===== src/rtl/dq_pkg.sv =====
package dq_pkg;

  // State of the descriptor link sequencer
  typedef enum logic {
    LK_IDLE = 1'b0,
    LK_WAIT = 1'b1
  } link_state_e;

endpackage


===== src/rtl/dq_link_ctrl.sv =====
module dq_link_ctrl
  import dq_pkg::*;
#(
  parameter int ADDR_W   = 32,
  parameter int RSV_BITS = 4,
  parameter int NEXT_OFS = 8
) (
  input  logic                       clk,
  input  logic                       rst,
  input  logic                       cmp_valid,
  input  logic [ADDR_W-1:0]          cmp_addr,
  input  logic [ADDR_W-RSV_BITS-1:0] head_field,
  input  logic                       mw_ack,
  output logic                       busy,
  output logic                       accept,
  output logic                       link_done,
  output logic [ADDR_W-RSV_BITS-1:0] link_ptr,
  output logic                       mw_req,
  output logic [ADDR_W-1:0]          mw_addr,
  output logic [ADDR_W-1:0]          mw_data
);

  localparam int FW = ADDR_W - RSV_BITS;

  link_state_e    state_q;
  logic [FW-1:0]  ptr_q;
  logic [ADDR_W-1:0] addr_q, data_q;
  logic           unused_low;

  // Descriptors are aligned; the low address bits carry no information
  assign unused_low = ^cmp_addr[RSV_BITS-1:0];

  assign busy      = (state_q == LK_WAIT);
  assign accept    = cmp_valid && (state_q == LK_IDLE);
  assign link_done = (state_q == LK_WAIT) && mw_ack;
  assign link_ptr  = ptr_q;
  assign mw_req    = busy;
  assign mw_addr   = addr_q;
  assign mw_data   = data_q;

  always_ff @(posedge clk) begin
    if (rst) begin
      state_q <= LK_IDLE;
      ptr_q   <= '0;
      addr_q  <= '0;
      data_q  <= '0;
    end else begin
      case (state_q)
        LK_IDLE: begin
          if (cmp_valid) begin
            state_q <= LK_WAIT;
            ptr_q   <= cmp_addr[ADDR_W-1:RSV_BITS];
            addr_q  <= {cmp_addr[ADDR_W-1:RSV_BITS], {RSV_BITS{1'b0}}}
                       + ADDR_W'(NEXT_OFS);
            data_q  <= {head_field, {RSV_BITS{1'b0}}};
          end
        end
        LK_WAIT: begin
          if (mw_ack) state_q <= LK_IDLE;
        end
        default: state_q <= LK_IDLE;
      endcase
    end
  end

  AST_REQ_HOLD: assert property (@(posedge clk) disable iff (rst)
    mw_req && !mw_ack |=> mw_req && $stable(mw_addr) && $stable(mw_data));

  AST_BUSY_STALL: assert property (@(posedge clk) disable iff (rst)
    busy && !mw_ack |=> busy && $stable(link_ptr));

  AST_REQ_AFTER_ACCEPT: assert property (@(posedge clk) disable iff (rst)
    accept |=> mw_req && (mw_data == $past({head_field, {RSV_BITS{1'b0}}})));

  AST_ACK_RELEASE: assert property (@(posedge clk) disable iff (rst)
    link_done |=> !mw_req);

endmodule


===== src/rtl/dq_head_reg.sv =====
module dq_head_reg #(
  parameter int ADDR_W   = 32,
  parameter int RSV_BITS = 4
) (
  input  logic                       clk,
  input  logic                       rst,
  input  logic                       link_busy,
  input  logic                       accept,
  input  logic                       link_done,
  input  logic [ADDR_W-RSV_BITS-1:0] link_ptr,
  input  logic                       wb_strobe,
  output logic                       wb_take,
  output logic [ADDR_W-RSV_BITS-1:0] head_field,
  output logic                       wb_valid,
  output logic [ADDR_W-1:0]          wb_data
);

  localparam int FW = ADDR_W - RSV_BITS;

  logic [FW-1:0] head_q;

  assign head_field = head_q;
  // A write-back yields to any link in progress or starting now
  assign wb_take = wb_strobe && !link_busy && !accept && (head_q != '0);

  always_ff @(posedge clk) begin
    if (rst) begin
      head_q   <= '0;
      wb_valid <= 1'b0;
      wb_data  <= '0;
    end else begin
      wb_valid <= wb_take;
      if (wb_take) begin
        wb_data <= {head_q, {RSV_BITS{1'b0}}};
        head_q  <= '0;
      end else if (link_done) begin
        head_q  <= link_ptr;
      end
    end
  end

  AST_WB_EMPTIES: assert property (@(posedge clk) disable iff (rst)
    wb_valid |-> (head_q == '0));

  AST_WB_NONZERO: assert property (@(posedge clk) disable iff (rst)
    wb_valid |-> (wb_data != '0));

  AST_HEAD_WAITS_ACK: assert property (@(posedge clk) disable iff (rst)
    link_busy && !link_done |=> $stable(head_q));

  AST_NO_WB_BUSY: assert property (@(posedge clk) disable iff (rst)
    (link_busy || accept) |=> !wb_valid);

endmodule


===== src/rtl/dq_status_flag.sv =====
module dq_status_flag (
  input  logic clk,
  input  logic rst,
  input  logic set,
  input  logic clr,
  output logic flag
);

  always_ff @(posedge clk) begin
    if (rst) flag <= 1'b0;
    else     flag <= (flag && !clr) || set;
  end

  AST_SET_WINS: assert property (@(posedge clk) disable iff (rst)
    set |=> flag);

  AST_CLEAR_DROPS: assert property (@(posedge clk) disable iff (rst)
    clr && !set |=> !flag);

  AST_FLAG_STICKY: assert property (@(posedge clk) disable iff (rst)
    flag && !clr |=> flag);

endmodule


===== src/rtl/done_queue_linker.sv =====
module done_queue_linker #(
  parameter int ADDR_W   = 32,
  parameter int RSV_BITS = 4,
  parameter int NEXT_OFS = 8
) (
  input  logic              clk,
  input  logic              rst,
  input  logic              cmp_valid,
  input  logic [ADDR_W-1:0] cmp_addr,
  output logic              cmp_busy,
  output logic              mw_req,
  output logic [ADDR_W-1:0] mw_addr,
  output logic [ADDR_W-1:0] mw_data,
  input  logic              mw_ack,
  input  logic              wb_strobe,
  output logic              wb_valid,
  output logic [ADDR_W-1:0] wb_data,
  output logic [ADDR_W-1:0] host_head,
  output logic              wbd_flag,
  input  logic              wbd_clear
);

  localparam int FW = ADDR_W - RSV_BITS;

  logic          accept, link_done, wb_take;
  logic [FW-1:0] link_ptr, head_field;

  dq_link_ctrl #(
    .ADDR_W(ADDR_W), .RSV_BITS(RSV_BITS), .NEXT_OFS(NEXT_OFS)
  ) u_link (
    .clk(clk), .rst(rst),
    .cmp_valid(cmp_valid), .cmp_addr(cmp_addr),
    .head_field(head_field), .mw_ack(mw_ack),
    .busy(cmp_busy), .accept(accept), .link_done(link_done),
    .link_ptr(link_ptr),
    .mw_req(mw_req), .mw_addr(mw_addr), .mw_data(mw_data)
  );

  dq_head_reg #(
    .ADDR_W(ADDR_W), .RSV_BITS(RSV_BITS)
  ) u_head (
    .clk(clk), .rst(rst),
    .link_busy(cmp_busy), .accept(accept),
    .link_done(link_done), .link_ptr(link_ptr),
    .wb_strobe(wb_strobe), .wb_take(wb_take),
    .head_field(head_field),
    .wb_valid(wb_valid), .wb_data(wb_data)
  );

  dq_status_flag u_flag (
    .clk(clk), .rst(rst),
    .set(wb_take), .clr(wbd_clear),
    .flag(wbd_flag)
  );

  assign host_head = {head_field, {RSV_BITS{1'b0}}};

  AST_HEAD_AFTER_ACK: assert property (@(posedge clk) disable iff (rst)
    mw_req && mw_ack |=> host_head == $past(mw_addr) - ADDR_W'(NEXT_OFS));

  AST_WB_RAISES_FLAG: assert property (@(posedge clk) disable iff (rst)
    wb_valid |-> wbd_flag);

endmodule


===== config.mk =====
export PLATFORM = sky130hd
export DESIGN_NAME = done_queue_linker
export DESIGN_NICKNAME = d
export VERILOG_FILES = /design/src/rtl/dq_pkg.sv /design/src/rtl/dq_link_ctrl.sv /design/src/rtl/dq_head_reg.sv /design/src/rtl/dq_status_flag.sv /design/src/rtl/done_queue_linker.sv
export SDC_FILE = /design/constraint.sdc
export NUM_CORES = 1
export LEC_CHECK = 0
export ABC_CLOCK_PERIOD_IN_PS = 3400
export BUFFER_PORTS_ARGS = -buffer_cell sky130_fd_sc_hd__buf_2
export CORE_MARGIN = 3
export CORE_UTILIZATION = 53
export CTS_CLUSTER_DIAMETER = 120
export DETAILED_ROUTE_END_ITERATION = 6
export GPL_ROUTABILITY_DRIVEN = 0
export PLACE_DENSITY_LB_ADDON = 0.3
export SLEW_MARGIN = 20
export SYNTH_ARGS = -nofsm -noshare
export SYNTH_HDL_FRONTEND = slang
export SYNTH_SLANG_ARGS = --single-unit

===== constraint.sdc =====
create_clock -name clk -period 3.4 [get_ports clk]
set_clock_uncertainty 0.1 [all_clocks]
set_input_delay 1.02 -clock clk [delete_from_list [all_inputs] [get_ports clk]]
set_output_delay 1.02 -clock clk [all_outputs]
set_load 0.005 [all_outputs]

==> run metrics, run 1 <==
status=finished, final reports clean; Diodes inserted=0; clock power share=0.517; CTS Root Cell=clkbuf_8; total track usage=0.236; CP max-delay cell=dfxtp_1; PwrDens=575 nW/um2; vias in the first global route=3770; DP Wirelength=7440 um; die area=9820 um2; internal power=2640 uW; Cell Area, Placed=about 5400 um2; Slew HR=0.461; # DRC=0; largest net degree at the start of global routing=75; synthesized flop and latch total=116; hold_buf cts=0; type of the worst min-delay path=reg2reg; combinational cell fraction of total power=0.069; Setup CP Type=reg2out; final setup vio count=0; post-synthesis cell count=about 500; DR vias=around 3900; CTS tree=built; I/O Buffers=150; Crit. Startpoint=u_link.busy$_SDFF_PP0_; Die Ht=99.1 um; CTS Buf Count=17; final hold violations=0; Netlist cell types=21; Final nets=674; Setup TNS=0 ns; post-synth top area share=0.506; CTS resizes=0; Worst setup EP type=primary output; clk_lat worst skew=~0.50 ns; max-cap violations=0; Core Region=8300 um2; Startpoint Class=register; Cell Area, Synth=4590 um2; via-per-instance ratio=5.12; first-pass GRT wire length=18600 um; net switching power=785 uW; Initial Util=0.553; Leak=0.00276 uW; Sw Ratio=0.229; GRT overflow=0; H-tree Lvls=4; Arr. time, crit path=1.16 ns; std cell rows=33; antenna violations before repair=0; total number of yosys warnings=0; proportion of synthesized chip area in sequential cells=0.506; Setup WS post-layout=about 1.1 ns; Detailed Routing Iterations Pass 1=4; Reg2Reg Setup Slack=1.27 ns; IR drop worst, VDD=0.328 mV; reg-to-reg endpoint=u_flag.flag$_SDFF_PP0_; syn avg cell area=~9.2 um2; crit path capture=cmp_busy; worst stage delay on the critical path=between 0.4 and 0.5 ns; final-layout fill cell count=roughly 650; Max Freq=0.439 GHz; worst path bufs/invs=1; post-layout min period=2.28 ns; Sequential Power Share=0.414; Slew Limit Fails=0; post-detailed-route count of antenna-violating nets=0; CTS sink cnt=116; post-synth top area cell=dfxtp_1; DRT iter0 DRCs=between 100 and 150; die width=99.1 um; commonest non-fill, non-tap cell in the layout=buf_2; top post-synthesis cells by area=dfxtp_1 51%, mux2i_1 12%, nand2_1 9.2%, nand2b_1 7.9%, a21oi_1 6.2%; Area Overhead vs Synth=29.6%; Post-CTS Setup Repair Bufs=0; RSZ-0062 raised after global routing=no; CTS Buffer Depth=2; Crit. path cell count=1; Clock Pin Slew Worst Setup and Hold Paths=around 0.06 ns; Worst-Margin Slew=0.805 ns; Design Area, Final=~6000 um2; Final period util=0.670; I/O pin total=170; share of layout cells above drive strength 1=0.330; Req. time, crit path=2.28 ns; final wirelength=about 11000 um; CP top delay family=flip-flops; pre-CTS setup slack=0.878 ns; routed length per instance=about 15 um; Crit Path Max Fanout=7; R2R depth=5; most frequent cells in the layout=149 x buf_2, 116 x dfxtp_1, 112 x nand2_1; worst r2r src=u_head.head_field[19]$_SDFFE_PP0P_; Cell Chain, Critical Path=buf_2
-- power groups by stage --
| stage | clock (uW) | combinational [uW] | sequential, uW |
|---|---|---|---|
| global route | 1840 | 258 | 1420 |
| detailed placement | 0 | 235 | 1450 |
| finish | 1770 | 235 | 1420 |
| floorplan | 0 | 161 | 1440 |
| CTS | 1790 | 237 | 1420 |
| global placement | 0 | 231 | 1440 |
-- worst min path at each step --
| stage | cells past startpoint | to | slack, ns | from |
|---|---|---|---|---|
| after floorplan | 2 | u_link.mw_data[10]$_SDFFE_PP0N_ | 0.35 | u_link.mw_data[10]$_SDFFE_PP0N_ |
| after global placement | 2 | u_link.mw_data[17]$_SDFFE_PP0N_ | 0.34 | u_link.mw_data[17]$_SDFFE_PP0N_ |
| after detailed placement | 2 | u_link.mw_data[22]$_SDFFE_PP0N_ | 0.34 | u_link.mw_data[22]$_SDFFE_PP0N_ |
| after CTS | 2 | u_link.mw_data[22]$_SDFFE_PP0N_ | 0.35 | u_link.mw_data[22]$_SDFFE_PP0N_ |
| after global routing | 2 | u_link.mw_data[23]$_SDFFE_PP0N_ | 0.36 | u_link.mw_data[23]$_SDFFE_PP0N_ |
| final | 2 | u_link.mw_data[27]$_SDFFE_PP0N_ | 0.35 | u_link.mw_data[27]$_SDFFE_PP0N_ |
-- cell type report --
| class | instances | area [um2] | share of cell area |
|---|---|---|---|
| Clock inverter | 13 | 158 | 0.0265 |
| Timing Repair Buffer | 157 | 843 | 0.142 |
| Clock buffer | 19 | 442 | 0.0742 |
| Multi-Input combinational cell | 344 | 2050 | 0.345 |
| Tap cell | 105 | 131 | 0.0221 |
| Sequential cell | 116 | 2320 | 0.390 |
-- registers in the layout (all words and copies together), names as in the netlist --
name               count
u_link.busy            1
u_head.wb_data        28
u_link.link_ptr       27
u_head.wb_valid        1
u_link.mw_data        28
u_head.head_field     28
u_link.mw_addr         2
u_flag.flag            1
-- kinds of logic after synthesis --
group,share of synthesized area
buffers and inverters,0.0621
DFF,0.506
other,0.000817
AOI/OAI and AO/OA,0.0665
muxes,0.122
and+or+nand+nor,0.243
-- synth_stat cells, drive strengths merged --
cell type	instances
a21oi	57
o21ba	1
clkbuf	25
nand3	1
nand4	1
nor2b	3
o211a	1
buf	28
mux2i	56
conb	1
nand2	113
nand2b	58
dfxtp	116
nor2	3
nor4	7
nor3	28
-- stage by stage --
stage          utilization  hold WS, ns  power (uW)  instances
2_1_floorplan            -        0.353        1600        513
3_3_place_gp         0.645        0.339        1680        722
3_5_place_dp         0.645        0.343        1680        722
4_1_cts              0.717        0.351        3440        754
5_1_grt              0.717        0.363        3520        754
6_report             0.717        0.350        3420        754
-- per-layer routing --
metal  wire, um  vias to the layer above  track usage
met5          0                        -            0
met2       5590                      149        0.388
li1           -                     1890            -
met4        167                        0       0.0861
met1       4870                     1806        0.293
met3        836                       17       0.0715
Power figures use the tool's default switching activity.
==> run 2: changes to the inputs <==
--- a/config.mk
+++ b/config.mk
@@ -5,10 +5,10 @@
 export SDC_FILE = /design/constraint.sdc
 export NUM_CORES = 1
 export LEC_CHECK = 0
-export ABC_CLOCK_PERIOD_IN_PS = 3400
+export ABC_CLOCK_PERIOD_IN_PS = 1800
 export BUFFER_PORTS_ARGS = -buffer_cell sky130_fd_sc_hd__buf_2
 export CORE_MARGIN = 3
-export CORE_UTILIZATION = 53
+export CORE_UTILIZATION = 44
 export CTS_CLUSTER_DIAMETER = 120
 export DETAILED_ROUTE_END_ITERATION = 6
 export GPL_ROUTABILITY_DRIVEN = 0
==> constraint.sdc (replaced) <==
create_clock -name clk -period 1.8 [get_ports clk]
set_clock_uncertainty 0.1 [all_clocks]
set_input_delay 0.54 -clock clk [delete_from_list [all_inputs] [get_ports clk]]
set_output_delay 0.54 -clock clk [all_outputs]
set_load 0.005 [all_outputs]
==> run 2 against run 1 <==
- sequential power grew 88%
- global-route usage shrank 2.9 points
- die area grew 19%
- combinational power grew 110%
- routed wire length grew 1.6%
- largest cell class unchanged
- critical endpoint is now host_head[8]
- non-clock buffer count grew 34
==> run metrics, run 2 (synthesized netlist as in run 1, its figures left out) <==
Slew Limit Fails=0 (unchanged); post-layout min period=1.76 ns; CP top delay family=flip-flops (unchanged); Worst setup EP type=primary output (unchanged); Setup CP Type=reg2out (unchanged); std cell rows=36 (was 33); internal power=4930 uW (was 2640 uW); via-per-instance ratio=4.86 (was 5.12); final wirelength=11600 um (was 11500 um); largest net degree at the start of global routing=58 (was 75); IR drop worst, VDD=0.619 mV (was 0.328 mV); Arr. time, crit path=1.12 ns (was 1.16 ns); combinational cell fraction of total power=0.079 (was 0.069); final hold violations=0 (unchanged); clk_lat worst skew=0.51 ns (was 0.50 ns); Crit Path Max Fanout=4 (was 7); # DRC=0 (unchanged); status=finished, final reports clean (unchanged); CTS Buf Count=17 (unchanged); Detailed Routing Iterations Pass 1=5 (was 4); CTS Buffer Depth=2 (unchanged); type of the worst min-delay path=in2reg (was reg2reg); DRT iter0 DRCs=184 (was 142); DP Cell Count=784 (was 722); Max Freq=roughly 0.57 GHz; Diodes inserted=0 (unchanged); Die Ht=108 um (was 99.1 um); routed length per instance=14.3 um (was 15.2 um); worst path bufs/invs=2 (was 1); most frequent cells in the layout=149 x buf_2, 112 x nand2_1, 101 x dfxtp_1 (was 149 x buf_2, 116 x dfxtp_1, 112 x nand2_1); share of layout cells above drive strength 1=0.394 (was 0.330); Leak=0.00298 uW (was 0.00276 uW); final-layout fill cell count=846 (was 652); first-pass GRT wire length=19100 um (was 18600 um); I/O pin total=170 (unchanged); Sequential Power Share=0.416 (was 0.414); Post-Layout Cell Count=816 (was 754); Cell Chain, Critical Path=buf_4 > buf_2 (was buf_2); commonest non-fill, non-tap cell in the layout=buf_2 (unchanged); DP Wirelength=8060 um (was 7440 um); Cell Area, Placed=5720 um2 (was 5350 um2); worst stage delay on the critical path=0.33 ns (was 0.48 ns); DR vias=3965 (was 3862); RSZ-0062 raised after global routing=yes (was no); Final period util=0.975; Initial Util=0.461 (was 0.553); net switching power=1490 uW (was 785 uW); GRT overflow=0 (unchanged); Core Region=9950 um2 (was 8300 um2); max-cap violations=0 (unchanged); final setup vio count=0 (unchanged); Final nets=708 (was 674); antenna violations before repair=0 (unchanged); Area Overhead vs Synth=38.5% (was 29.6%); CP max-delay cell=dfxtp_2 (was dfxtp_1); clock power share=0.505 (was 0.517); vias in the first global route=3951 (was 3770); Sw Ratio=0.233 (was 0.229); total track usage=0.207 (was 0.236); Post-CTS Setup Repair Bufs=0 (unchanged); I/O Buffers=150 (unchanged); die width=108 um (was 99.1 um); CTS tree=built (unchanged); CTS Root Cell=clkbuf_8 (unchanged); H-tree Lvls=4 (unchanged); hold_buf cts=0 (unchanged); die area=11700 um2 (was 9820 um2); Clock Pin Slew Worst Setup and Hold Paths=0.06 ns (about the same); Startpoint Class=register (unchanged); post-detailed-route count of antenna-violating nets=0 (unchanged); Req. time, crit path=1.16 ns (was 2.28 ns); Setup TNS=0 ns (unchanged); CTS sink cnt=116 (unchanged); PwrDens=1010 nW/um2 (was 575 nW/um2); Design Area, Final=6360 um2 (was 5950 um2)
## run 2: what timing repair did
item / in CTS / in global routing
setup endpoints to repair: 3 / 63
resized for setup: 2 / 19
hold endpoints to repair: 0 / 0
## run 2: cell type report
cell class                 count  area (um2)  area share
timing repair buffer         191        1170       0.185
clock buffer                  20         455      0.0716
tap                          133         166      0.0262
clock inverter                12         130      0.0205
sequential                   116        2340       0.368
multi-input combinational    344        2090       0.329
## run 2: per-stage QoR
step | hold WS [ns] | total power [uW] | utilization | worst slack, ns
after floorplan | 0.353 | 3030 | - | 0.0376
after global placement | 0.338 | 3220 | 0.574 | 0.0370
after detailed placement | 0.348 | 3230 | 0.574 | 0.00466
after CTS | 0.137 | 6470 | 0.634 | 0.00494
after global routing | 0.152 | 6660 | 0.639 | -0.0312
final | 0.165 | 6420 | 0.639 | 0.0450
## run 2: power by group through the flow
stage / clock network (uW) / logic [uW] / registers [uW]
2_1_floorplan: 0 / 305 / 2730
3_3_place_gp: 0 / 496 / 2720
3_5_place_dp: 0 / 502 / 2720
4_1_cts: 3300 / 505 / 2670
5_1_grt: 3420 / 555 / 2680
6_report: 3240 / 505 / 2670
## run 2: metal layers
layer,track usage,wire (um),vias to the layer above
met2,0.346,5630,133
met5,0,0,-
met4,0.0839,187,0
li1,-,-,1964
met3,0.0609,776,17
met1,0.250,5060,1851
## run 2: worst min-delay path: stages
cell	delay [ns]
buf_2	0.09
nand2_1	0.05
a21oi_1	0.05
## run 2: path summary, 6_finish.rpt
check	start	endpoint	slack (ns)	cells past startpoint
worst min register to register	u_link.mw_data[18]$_SDFFE_PP0N_	u_link.mw_data[18]$_SDFFE_PP0N_	0.36	2
worst min-delay path	cmp_addr[29]	u_link.link_ptr[25]$_SDFFE_PP0N_	0.16	3
worst max-delay path	u_head.head_field[4]$_SDFFE_PP0P_	host_head[8]	0.04	2
worst max register to register	u_head.head_field[10]$_SDFFE_PP0P_	u_head.wb_data[16]$_SDFFE_PP0P_	0.10	5
